==> config.mk <==
export PLATFORM = sky130hd
export DESIGN_NAME = cmp_timer
export DESIGN_NICKNAME = d
export VERILOG_FILES = /design/src/rtl/cmp_timer_pkg.sv /design/src/rtl/cmp_timer_rst_sync.sv /design/src/rtl/cmp_timer_prescaler.sv /design/src/rtl/cmp_timer_match.sv /design/src/rtl/cmp_timer_counter.sv /design/src/rtl/cmp_timer.sv
export SDC_FILE = /design/constraint.sdc
export NUM_CORES = 1
export LEC_CHECK = 0
export ABC_AREA = 1
export CAP_MARGIN = 10
export CORE_ASPECT_RATIO = 0.75
export CORE_MARGIN = 2
export CORE_UTILIZATION = 55
export DETAILED_ROUTE_END_ITERATION = 6
export PLACE_DENSITY = 0.78
export SKIP_LAST_GASP = 1
export SLEW_MARGIN = 0
export SYNTH_ARGS = -nofsm -noshare
export SYNTH_HDL_FRONTEND = slang
export SYNTH_SLANG_ARGS = --single-unit
==> constraint.sdc <==
create_clock -name clk -period 5.2 [get_ports clk]
set_clock_uncertainty 0.15 [all_clocks]
set_input_delay 1.04 -clock clk [delete_from_list [all_inputs] [get_ports clk]]
set_output_delay 1.04 -clock clk [all_outputs]
set_load 0.005 [all_outputs]
==> src/rtl/cmp_timer_pkg.sv <==
package cmp_timer_pkg;
  localparam int DATA_W = 32;
  localparam int ADDR_W = 3;
  localparam int NUM_CH = 3;
  localparam int FLAG_W = 6;

  localparam logic [ADDR_W-1:0] A_CTRL  = 3'd0;
  localparam logic [ADDR_W-1:0] A_PRESC = 3'd1;
  localparam logic [ADDR_W-1:0] A_STAT  = 3'd2;
  localparam logic [ADDR_W-1:0] A_IEN   = 3'd3;
  localparam logic [ADDR_W-1:0] A_CMP1  = 3'd4;
  localparam logic [ADDR_W-1:0] A_COUNT = 3'd7;

  localparam int CB_EN     = 0;
  localparam int CB_ENMODE = 1;
  localparam int CB_CLK_LO = 6;
  localparam int CB_FREE   = 9;
  localparam int CB_SWR    = 15;
  localparam int CB_FRC_LO = 29;

  localparam int SB_ROLL = 5;
  localparam logic [FLAG_W-1:0] FLAG_MASK = 6'b100111;
endpackage

==> src/rtl/cmp_timer_rst_sync.sv <==
module cmp_timer_rst_sync (
  input  logic clk,
  input  logic arst_n,
  output logic rst_n_o
);
  logic meta_q;
  logic sync_q;

  always_ff @(posedge clk or negedge arst_n) begin
    if (!arst_n) begin
      meta_q <= 1'b0;
      sync_q <= 1'b0;
    end else begin
      meta_q <= 1'b1;
      sync_q <= meta_q;
    end
  end

  assign rst_n_o = sync_q;
endmodule

==> src/rtl/cmp_timer_prescaler.sv <==
module cmp_timer_prescaler #(
  parameter int PRE_W = 12
) (
  input  logic             clk,
  input  logic             rst_n,
  input  logic             clr,
  input  logic             run,
  input  logic [PRE_W-1:0] div,
  output logic             step
);
  logic [PRE_W-1:0] phase_q;
  logic [PRE_W-1:0] phase_d;
  logic             at_end;

  assign at_end = (phase_q >= div);
  assign step   = run && at_end && !clr;

  always_comb begin
    phase_d = phase_q;
    if (clr) begin
      phase_d = '0;
    end else if (run) begin
      phase_d = at_end ? '0 : phase_q + 1'b1;
    end
  end

  always_ff @(posedge clk or negedge rst_n) begin
    if (!rst_n) phase_q <= '0;
    else        phase_q <= phase_d;
  end
endmodule

==> src/rtl/cmp_timer_match.sv <==
module cmp_timer_match #(
  parameter int CNT_W = 32,
  parameter int NCH   = 3
) (
  input  logic [CNT_W-1:0]     cnt,
  input  logic [NCH*CNT_W-1:0] cmp_flat,
  output logic [NCH-1:0]       hit
);
  for (genvar i = 0; i < NCH; i++) begin : g_ch
    assign hit[i] = (cnt == cmp_flat[i*CNT_W +: CNT_W]);
  end
endmodule

==> src/rtl/cmp_timer_counter.sv <==
module cmp_timer_counter #(
  parameter int CNT_W = 32
) (
  input  logic             clk,
  input  logic             rst_n,
  input  logic             swr,
  input  logic             load,
  input  logic [CNT_W-1:0] load_val,
  input  logic             clr,
  input  logic             step,
  input  logic             restart_mode,
  input  logic [CNT_W-1:0] limit,
  output logic [CNT_W-1:0] cnt,
  output logic             wrap
);
  localparam logic [CNT_W-1:0] MAX = '1;

  logic [CNT_W-1:0] cnt_q;
  logic [CNT_W-1:0] cnt_d;
  logic             at_max;
  logic             at_limit;

  assign at_max   = (cnt_q == MAX);
  assign at_limit = restart_mode && (cnt_q == limit);
  assign wrap     = step && at_max;

  always_comb begin
    cnt_d = cnt_q;
    if (swr) begin
      cnt_d = '0;
    end else if (load) begin
      cnt_d = load_val;
    end else if (clr) begin
      cnt_d = '0;
    end else if (step) begin
      cnt_d = (at_max || at_limit) ? '0 : cnt_q + 1'b1;
    end
  end

  always_ff @(posedge clk or negedge rst_n) begin
    if (!rst_n) cnt_q <= '0;
    else        cnt_q <= cnt_d;
  end

  assign cnt = cnt_q;
endmodule

==> src/rtl/cmp_timer.sv <==
module cmp_timer
  import cmp_timer_pkg::*;
#(
  parameter int CNT_W = 32,
  parameter int PRE_W = 12
) (
  input  logic              clk,
  input  logic              rst_n,
  input  logic              tick_en,
  input  logic              wr_en,
  input  logic [ADDR_W-1:0] wr_addr,
  input  logic [DATA_W-1:0] wr_data,
  input  logic [ADDR_W-1:0] rd_addr,
  output logic [DATA_W-1:0] rd_data,
  output logic              irq
);
  localparam int CMP_BITS = NUM_CH * CNT_W;

  logic rst_sync_n;

  logic             ctrl_en_q,  ctrl_en_d;
  logic             ctrl_em_q,  ctrl_em_d;
  logic             ctrl_fr_q,  ctrl_fr_d;
  logic [2:0]       ctrl_cs_q,  ctrl_cs_d;
  logic [PRE_W-1:0] presc_q,    presc_d;
  logic [FLAG_W-1:0] stat_q,    stat_d;
  logic [FLAG_W-1:0] ien_q,     ien_d;
  logic [CMP_BITS-1:0] cmp_q,   cmp_d;
  logic             irq_q,      irq_d;

  logic              wr_ctrl, swr, en_restart, cmp1_clr, cnt_load, run, step, wrap;
  logic [CNT_W-1:0]  cnt;
  logic [NUM_CH-1:0] hit;
  logic [NUM_CH-1:0] force_ev;
  logic [FLAG_W-1:0] set_vec, clr_vec;
  logic              unused_wr;

  assign unused_wr = ^wr_data;

  cmp_timer_rst_sync u_rst (
    .clk    (clk),
    .arst_n (rst_n),
    .rst_n_o(rst_sync_n)
  );

  // write decode
  assign wr_ctrl    = wr_en && (wr_addr == A_CTRL);
  assign swr        = wr_ctrl && wr_data[CB_SWR];
  assign en_restart = wr_ctrl && !swr && wr_data[CB_EN] && wr_data[CB_ENMODE] && !ctrl_en_q;
  assign cmp1_clr   = wr_en && (wr_addr == A_CMP1) && !ctrl_fr_q;
  assign cnt_load   = wr_en && (wr_addr == A_COUNT);
  assign run        = ctrl_en_q && tick_en;
  assign force_ev   = (wr_ctrl && !swr) ? wr_data[CB_FRC_LO +: NUM_CH] : '0;

  cmp_timer_prescaler #(.PRE_W(PRE_W)) u_pre (
    .clk  (clk),
    .rst_n(rst_sync_n),
    .clr  (swr || en_restart),
    .run  (run),
    .div  (presc_q),
    .step (step)
  );

  cmp_timer_counter #(.CNT_W(CNT_W)) u_cnt (
    .clk         (clk),
    .rst_n       (rst_sync_n),
    .swr         (swr),
    .load        (cnt_load),
    .load_val    (wr_data[CNT_W-1:0]),
    .clr         (en_restart || cmp1_clr),
    .step        (step),
    .restart_mode(!ctrl_fr_q),
    .limit       (cmp_q[CNT_W-1:0]),
    .cnt         (cnt),
    .wrap        (wrap)
  );

  cmp_timer_match #(.CNT_W(CNT_W), .NCH(NUM_CH)) u_match (
    .cnt     (cnt),
    .cmp_flat(cmp_q),
    .hit     (hit)
  );

  // flag events
  always_comb begin
    set_vec = '0;
    set_vec[NUM_CH-1:0] = (hit & {NUM_CH{step}}) | force_ev;
    set_vec[SB_ROLL]    = wrap;
    clr_vec = (wr_en && (wr_addr == A_STAT)) ? wr_data[FLAG_W-1:0] : '0;
  end

  // next state of the register file
  always_comb begin
    ctrl_en_d = ctrl_en_q;
    ctrl_em_d = ctrl_em_q;
    ctrl_fr_d = ctrl_fr_q;
    ctrl_cs_d = ctrl_cs_q;
    presc_d   = presc_q;
    ien_d     = ien_q;
    cmp_d     = cmp_q;
    stat_d    = ((stat_q & ~clr_vec) | set_vec) & FLAG_MASK;
    irq_d     = |(stat_q & ien_q);
    if (swr) begin
      ctrl_en_d = 1'b0;
      ctrl_em_d = 1'b0;
      ctrl_fr_d = 1'b0;
      ctrl_cs_d = '0;
      presc_d   = '0;
      ien_d     = '0;
      cmp_d     = '1;
      stat_d    = '0;
    end else if (wr_en) begin
      if (wr_addr == A_CTRL) begin
        ctrl_en_d = wr_data[CB_EN];
        ctrl_em_d = wr_data[CB_ENMODE];
        ctrl_fr_d = wr_data[CB_FREE];
        ctrl_cs_d = wr_data[CB_CLK_LO +: 3];
      end
      if (wr_addr == A_PRESC) presc_d = wr_data[PRE_W-1:0];
      if (wr_addr == A_IEN)   ien_d   = wr_data[FLAG_W-1:0] & FLAG_MASK;
      for (int i = 0; i < NUM_CH; i++) begin
        if (wr_addr == A_CMP1 + ADDR_W'(i)) cmp_d[i*CNT_W +: CNT_W] = wr_data[CNT_W-1:0];
      end
    end
  end

  always_ff @(posedge clk or negedge rst_sync_n) begin
    if (!rst_sync_n) begin
      ctrl_en_q <= 1'b0;
      ctrl_em_q <= 1'b0;
      ctrl_fr_q <= 1'b0;
      ctrl_cs_q <= '0;
      presc_q   <= '0;
      ien_q     <= '0;
      cmp_q     <= '1;
      stat_q    <= '0;
      irq_q     <= 1'b0;
    end else begin
      ctrl_en_q <= ctrl_en_d;
      ctrl_em_q <= ctrl_em_d;
      ctrl_fr_q <= ctrl_fr_d;
      ctrl_cs_q <= ctrl_cs_d;
      presc_q   <= presc_d;
      ien_q     <= ien_d;
      cmp_q     <= cmp_d;
      stat_q    <= stat_d;
      irq_q     <= irq_d;
    end
  end

  // read mux
  always_comb begin
    rd_data = '0;
    case (rd_addr)
      A_CTRL: begin
        rd_data[CB_EN]            = ctrl_en_q;
        rd_data[CB_ENMODE]        = ctrl_em_q;
        rd_data[CB_CLK_LO +: 3]   = ctrl_cs_q;
        rd_data[CB_FREE]          = ctrl_fr_q;
      end
      A_PRESC: rd_data[PRE_W-1:0]  = presc_q;
      A_STAT:  rd_data[FLAG_W-1:0] = stat_q;
      A_IEN:   rd_data[FLAG_W-1:0] = ien_q;
      A_COUNT: rd_data[CNT_W-1:0]  = cnt;
      default: rd_data[CNT_W-1:0]  = cmp_q[(rd_addr - A_CMP1) * CNT_W +: CNT_W];
    endcase
  end

  assign irq = irq_q;
endmodule

==> results.ini, run 1 <==
[run_status]
status = finished, final reports clean

[setup_path]
cp_cell_sequence = clkdlybuf4s50_1 -> buf_4 -> nand2_1 -> inv_1 -> nand2_1 -> inv_1 -> a221oi_1 -> a31oi_1 -> clkdlybuf4s50_1
required_ns = 4.01
cp.arrival_ns = 3.71
crit_family = buffers and inverters
cp_max_fo = 9
worst-setup-path-type = in -> out
path_buf_inv = 5
start_kind = input pin
slowest_delay_ns = 0.64
cpMaxStageDelayCell = clkdlybuf4s50_1
crit_path_end_kind = primary output

[logic_synthesis]
ys_ff_latch = 169
synth_top_cell_area_share_pct = 22.3
seq_area_frac_synth_pct = 38.4
synthTopCellsByCount = nand2_1, nor2_1, inv_1
syn_area_per_cell_sq_um = 7.13
yosysMostFrequentCell = nand2_1
synth_edf_count = 0
async_flop_share_pct = 100
ys.flop_type = dfstp_2
yosys.area.top_type = dfstp_2
synth_cell_types = 45
synth_area_leaders = dfstp_2, dfrtp_1, nand2_1
synth-warning-count = 0
synth.cell_area_sq_um = 11300
syn-num-nets = 1644
syn_inst = 1588

[detailed_routing]
routed_wl_microns = 36900
vias = 11313
drcViolationCount = 0
viasPerCell = 6.02
first_iter_violations = 1533
wl_per_cell_microns = 19.7
drt_first_pass_iters = 6
ant_nets = 0

[floorplan]
die_h_microns = 128
ioPinCount = 75
rows = 45
core_sq_um = 20200
die-width_microns = 170
start_util_pct = 56.0
die_area_sq_um = 21800

[global_route]
track_usage_pct = 34.8
grt_pass1_wl_microns = 57600
grt_overflow_total = 0
grt_pass1_vias = 10328
antenna_found_initial = 0
grt_start_max_net_pins = 99

[layout]
fin_cells = 1880
design_area_sq_um = 12700
antenna_cells = 0
areaGrowthSynthToFinish_pct = 11.9
nets = 1665
layout-drive-gt1-share_pct = 13.1
fin_util_pct = 62.7

[timing]
setup_slack_ns = 0.298
setup_viol = 0
period_needed_ns = 4.90
grt_setup_unrepaired = no
period_share_pct = 94.3
fmax_ghz = 0.204
slew_headroom_pct = 36.4
fin_tns_setup_ns = 0
timing.hold.ws_ns = 0.235
tightest_slew_ns = 0.954
slew_viol_final = 0
hold_viol = 0

[place]
dp.cells = 1848
port_buffers = 74
dpl_cell_area_sq_um = 12100
gp_congestion = 0.990
hpwl_microns = 26600
dp_slack_ns = 0.489

[cts]
insertion_delay_ns = 0.45
cts_tree = yes
ctsResizeCount = 0
ctsHoldBuffers = 0
cts_inserted_buffers = 17
clock_sinks = 169
path_clk_slew_ns = 0.07
post_cts_buffers = 0
clockBufferDepth = 2
cts-root-buf = clkbuf_16
h-tree-depth = 4

[power_and_ir_drop]
power.density_nw_per_um2 = 415
p_leak_nw = 5.53
max-vdd-ir-drop_mv = 0.268
total_power_mw = 5.26

[min_path]
hold_path.class = reg -> reg

[job]
cap_violations = 0

-- routing by layer --
layer / track usage (%) / part of all wire (%)
met1: 51.9 / 44
met2: 48.2 / 40
met3: 10.3 / 13
met4: 10.8 / 2.8
met5: 0 / 0
-- area by class of cell --
cell class	instances	area, sq um
fill	1803	7540
multi-input combinational	1154	5840
sequential	169	4350
timing repair buffer	97	926
inverter	170	643
clock buffer	19	433
tap	258	323
clock inverter	13	161
-- power by group --
| part | internal [mW] | switching (mW) |
|---|---|---|
| Clock | 0.723 | 0.597 |
| Sequential | 1.75 | 0.487 |
| Combinational | 0.726 | 0.980 |
-- layout by cell type, fill, tap and decap left out, types with 3 or more instances in the layout --
cell type / netlist / layout
a211oi_1: 3 / 3
a21oi_1: 46 / 46
a221oi_1: 5 / 5
a31oi_1: 27 / 27
buf_4: 10 / 22
clkbuf_16: 0 / 17
clkdlybuf4s50_1: 0 / 74
clkinv_1: 4 / 4
clkinv_4: 0 / 3
dfrtp_1: 73 / 72
dfstp_2: 96 / 96
ha_1: 14 / 14
inv_1: 150 / 150
inv_2: 14 / 14
inv_6: 0 / 4
nand2_1: 401 / 401
nand2_2: 8 / 8
nand3_1: 63 / 63
nand4_1: 46 / 46
nor2_1: 203 / 202
nor2_2: 6 / 7
nor2_4: 5 / 5
nor3_1: 11 / 11
o21ai_0: 114 / 114
o21ai_1: 19 / 19
o22ai_1: 56 / 56
or2_2: 17 / 17
xnor2_1: 68 / 68
xor2_1: 21 / 21
-- flip-flops by register name (all words and copies together), names as in the netlist --
signal	count
irq	1
ctrl_fr_q	1
cmp_q	96
ctrl_en_q	1
u_rst.rst_n_o	1
ctrl_cs_q	3
stat_q	4
u_pre.phase_q	12
ien_q	4
ctrl_em_q	1
presc_q	12
u_rst.meta_q	1
u_cnt.cnt	32
-- final timing paths --
path,from,end,slack (ns),cells past startpoint
worst max register to register,u_cnt.cnt[13],u_cnt.cnt[1],1.99,10
worst min register to register,u_rst.meta_q,u_rst.rst_n_o,0.24,0
worst min-delay path,u_rst.meta_q,u_rst.rst_n_o,0.24,0
worst max-delay path,rd_addr[1],rd_data[7],0.30,9
min in group asynchronous,u_rst.rst_n_o,u_cnt.cnt[19],0.33,0
max in group asynchronous,u_rst.rst_n_o,cmp_q[65],3.53,1
-- logic make-up after synthesis --
family                   count (synthesis)  synth area share, %
buffers and inverters                  265                 10.1
XOR/XNOR                                89                 6.88
AO/OA/AOI/OAI                          281                 14.0
flip-flops                             169                 38.4
adder cells (fa/ha/maj)                 14                 1.55
other                                    1               0.0331
AND/OR/NAND/NOR                        769                 29.1
No activity file was read; power rests on OpenSTA's default activity.
==> run 2, diff against run 1 <==
--- a/config.mk
+++ b/config.mk
@@ -13,7 +13,7 @@
 export DETAILED_ROUTE_END_ITERATION = 6
 export PLACE_DENSITY = 0.78
 export SKIP_LAST_GASP = 1
-export SLEW_MARGIN = 0
+export SLEW_MARGIN = 20
 export SYNTH_ARGS = -nofsm -noshare
 export SYNTH_HDL_FRONTEND = slang
 export SYNTH_SLANG_ARGS = --single-unit
==> results of run 2 <==
No change in the layout: final DEF, timing and power equal those of run 1.
==> run 3, diff against run 2 <==
--- a/config.mk
+++ b/config.mk
@@ -9,9 +9,10 @@
 export CAP_MARGIN = 10
 export CORE_ASPECT_RATIO = 0.75
 export CORE_MARGIN = 2
-export CORE_UTILIZATION = 55
+export CORE_UTILIZATION = 56
+export CTS_BUF_LIST = sky130_fd_sc_hd__clkbuf_8
 export DETAILED_ROUTE_END_ITERATION = 6
-export PLACE_DENSITY = 0.78
+export PLACE_DENSITY = 0.79
 export SKIP_LAST_GASP = 1
 export SLEW_MARGIN = 20
 export SYNTH_ARGS = -nofsm -noshare
==> results.ini, run 3 (same netlist as run 1, synthesis figures left out) <==
[cts]
h-tree-depth = 4
path_clk_slew_ns = 0.10
post_cts_buffers = 0
clockBufferDepth = 2
cts-root-buf = clkbuf_8
ctsResizeCount = 0
insertion_delay_ns = 0.48
cts_tree = yes
ctsHoldBuffers = 0
clock_sinks = 169
cts_inserted_buffers = 17

[timing]
period_needed_ns = 4.83
hold_viol = 0
grt_setup_unrepaired = no
setup_viol = 0
tightest_slew_ns = 1.02
period_share_pct = 92.8
slew_viol_final = 0
fin_tns_setup_ns = 0
fmax_ghz = 0.207
slew_headroom_pct = 31.9

[layout]
largest_register_ffs = 96
fillCellCount = 1838
layout_commonest_cell = nand2_1
layout-drive-gt1-share_pct = 13.3
mostFrequentLayoutCells = nand2_1, nor2_1, inv_1, o21ai_0, dfstp_2
antenna_cells = 0
nets = 1667
areaGrowthSynthToFinish_pct = 10.5
max_flop_register = cmp_q

[global_route]
grt_overflow_total = 0
track_usage_pct = 34.7
antenna_found_initial = 0
grt_pass1_wl_microns = 57400
grt_pass1_vias = 10141
grt_start_max_net_pins = 99

[power_and_ir_drop]
p_seq_share_pct = 45.2
max-vdd-ir-drop_mv = 0.174
total_power_mw = 4.92
swShare_pct = 40.4
power_frac_clock_pct = 20.5
combPwrFrac_pct = 34.2
power.density_nw_per_um2 = 393
internal_power_mw = 2.93
switchingPower_mw = 1.99
p_leak_nw = 5.45

[detailed_routing]
routed_wl_microns = 36400
viasPerCell = 5.92
drcViolationCount = 0
wl_per_cell_microns = 19.3
ant_nets = 0
vias = 11144
drt_first_pass_iters = 6
first_iter_violations = 1575

[floorplan]
die_area_sq_um = 21400
die_h_microns = 127
die-width_microns = 168
rows = 45
core_sq_um = 20000
ioPinCount = 75
start_util_pct = 56.5

[job]
cap_violations = 0

[setup_path]
cpMaxStageDelayCell = clkdlybuf4s50_1
start_kind = input pin
worst-setup-path-type = in -> out
slowest_delay_ns = 0.85
crit_path_end_kind = primary output
cp.arrival_ns = 3.64
cp_cell_sequence = clkdlybuf4s50_1 -> nand2_1 -> inv_1 -> nor2_2 -> inv_1 -> o21ai_0 -> a221oi_1 -> a31oi_1 -> clkdlybuf4s50_1
required_ns = 4.01
cp_max_fo = 11

[min_path]
hold_path.class = reg -> reg

[place]
gp_congestion = 0.974
port_buffers = 74
hpwl_microns = 26600

[run_status]
status = finished, final reports clean

## run 3: critical path, delay by kind of cell
kind | cells | cell delay (ns)
buffers and inverters | 4 | 1.72
AOI/OAI and AO/OA | 3 | 0.72
and+or+nand+nor | 2 | 0.16
## run 3: layer usage
layer	vias to the layer above	global-route usage (%)	share of wire, %
met5	-	0	0
met4	0	9.89	2.6
met2	686	47.3	40
met1	5221	53.7	45
li1	5172	-	-
met3	65	9.11	12
## run 3: power by group through the flow
stage / sequential, mW / clock (mW) / combinational (mW)
after global placement: 2.22 / 0 / 1.61
after CTS: 2.20 / 1.02 / 1.65
after global routing: 2.27 / 1.07 / 1.88
final: 2.22 / 1.01 / 1.68
after floorplan: 1.94 / 0 / 1.43
after detailed placement: 2.22 / 0 / 1.64
## run 3: path summary, 6_finish.rpt
path,start,endpoint,slack (ns),cells after the start
worst max-delay path,rd_addr[0],rd_data[7],0.37,9
worst min register to register,u_rst.meta_q,u_rst.rst_n_o,0.21,0
worst min-delay path,u_rst.meta_q,u_rst.rst_n_o,0.21,0
worst max register to register,u_cnt.cnt[1],u_cnt.cnt[4],2.11,12
min in group asynchronous,u_rst.rst_n_o,u_cnt.cnt[22],0.34,0
max in group asynchronous,u_rst.rst_n_o,cmp_q[71],3.53,1
## run 3: cell type report
type	count	area, sq um	share of cell area [%]
Clock buffer	18	248	1.98
Sequential cell	169	4350	34.8
Multi-Input combinational cell	1154	5840	46.6
Tap cell	258	323	2.58
Inverter	170	643	5.14
Timing Repair Buffer	99	953	7.62
Clock inverter	14	163	1.30
## run 3: metrics by stage
stage	area [sq um]	hold slack (ns)	util, %	cells	setup WS, ns
5_1_grt	12500	0.228	62.5	1882	0.213
2_1_floorplan	11300	0.181	-	1588	0.160
6_report	12500	0.209	62.5	1882	0.374
3_3_place_gp	12100	0.186	60.4	1850	0.498
3_5_place_dp	12100	0.187	60.4	1850	0.453
4_1_cts	12500	0.212	62.5	1882	0.440
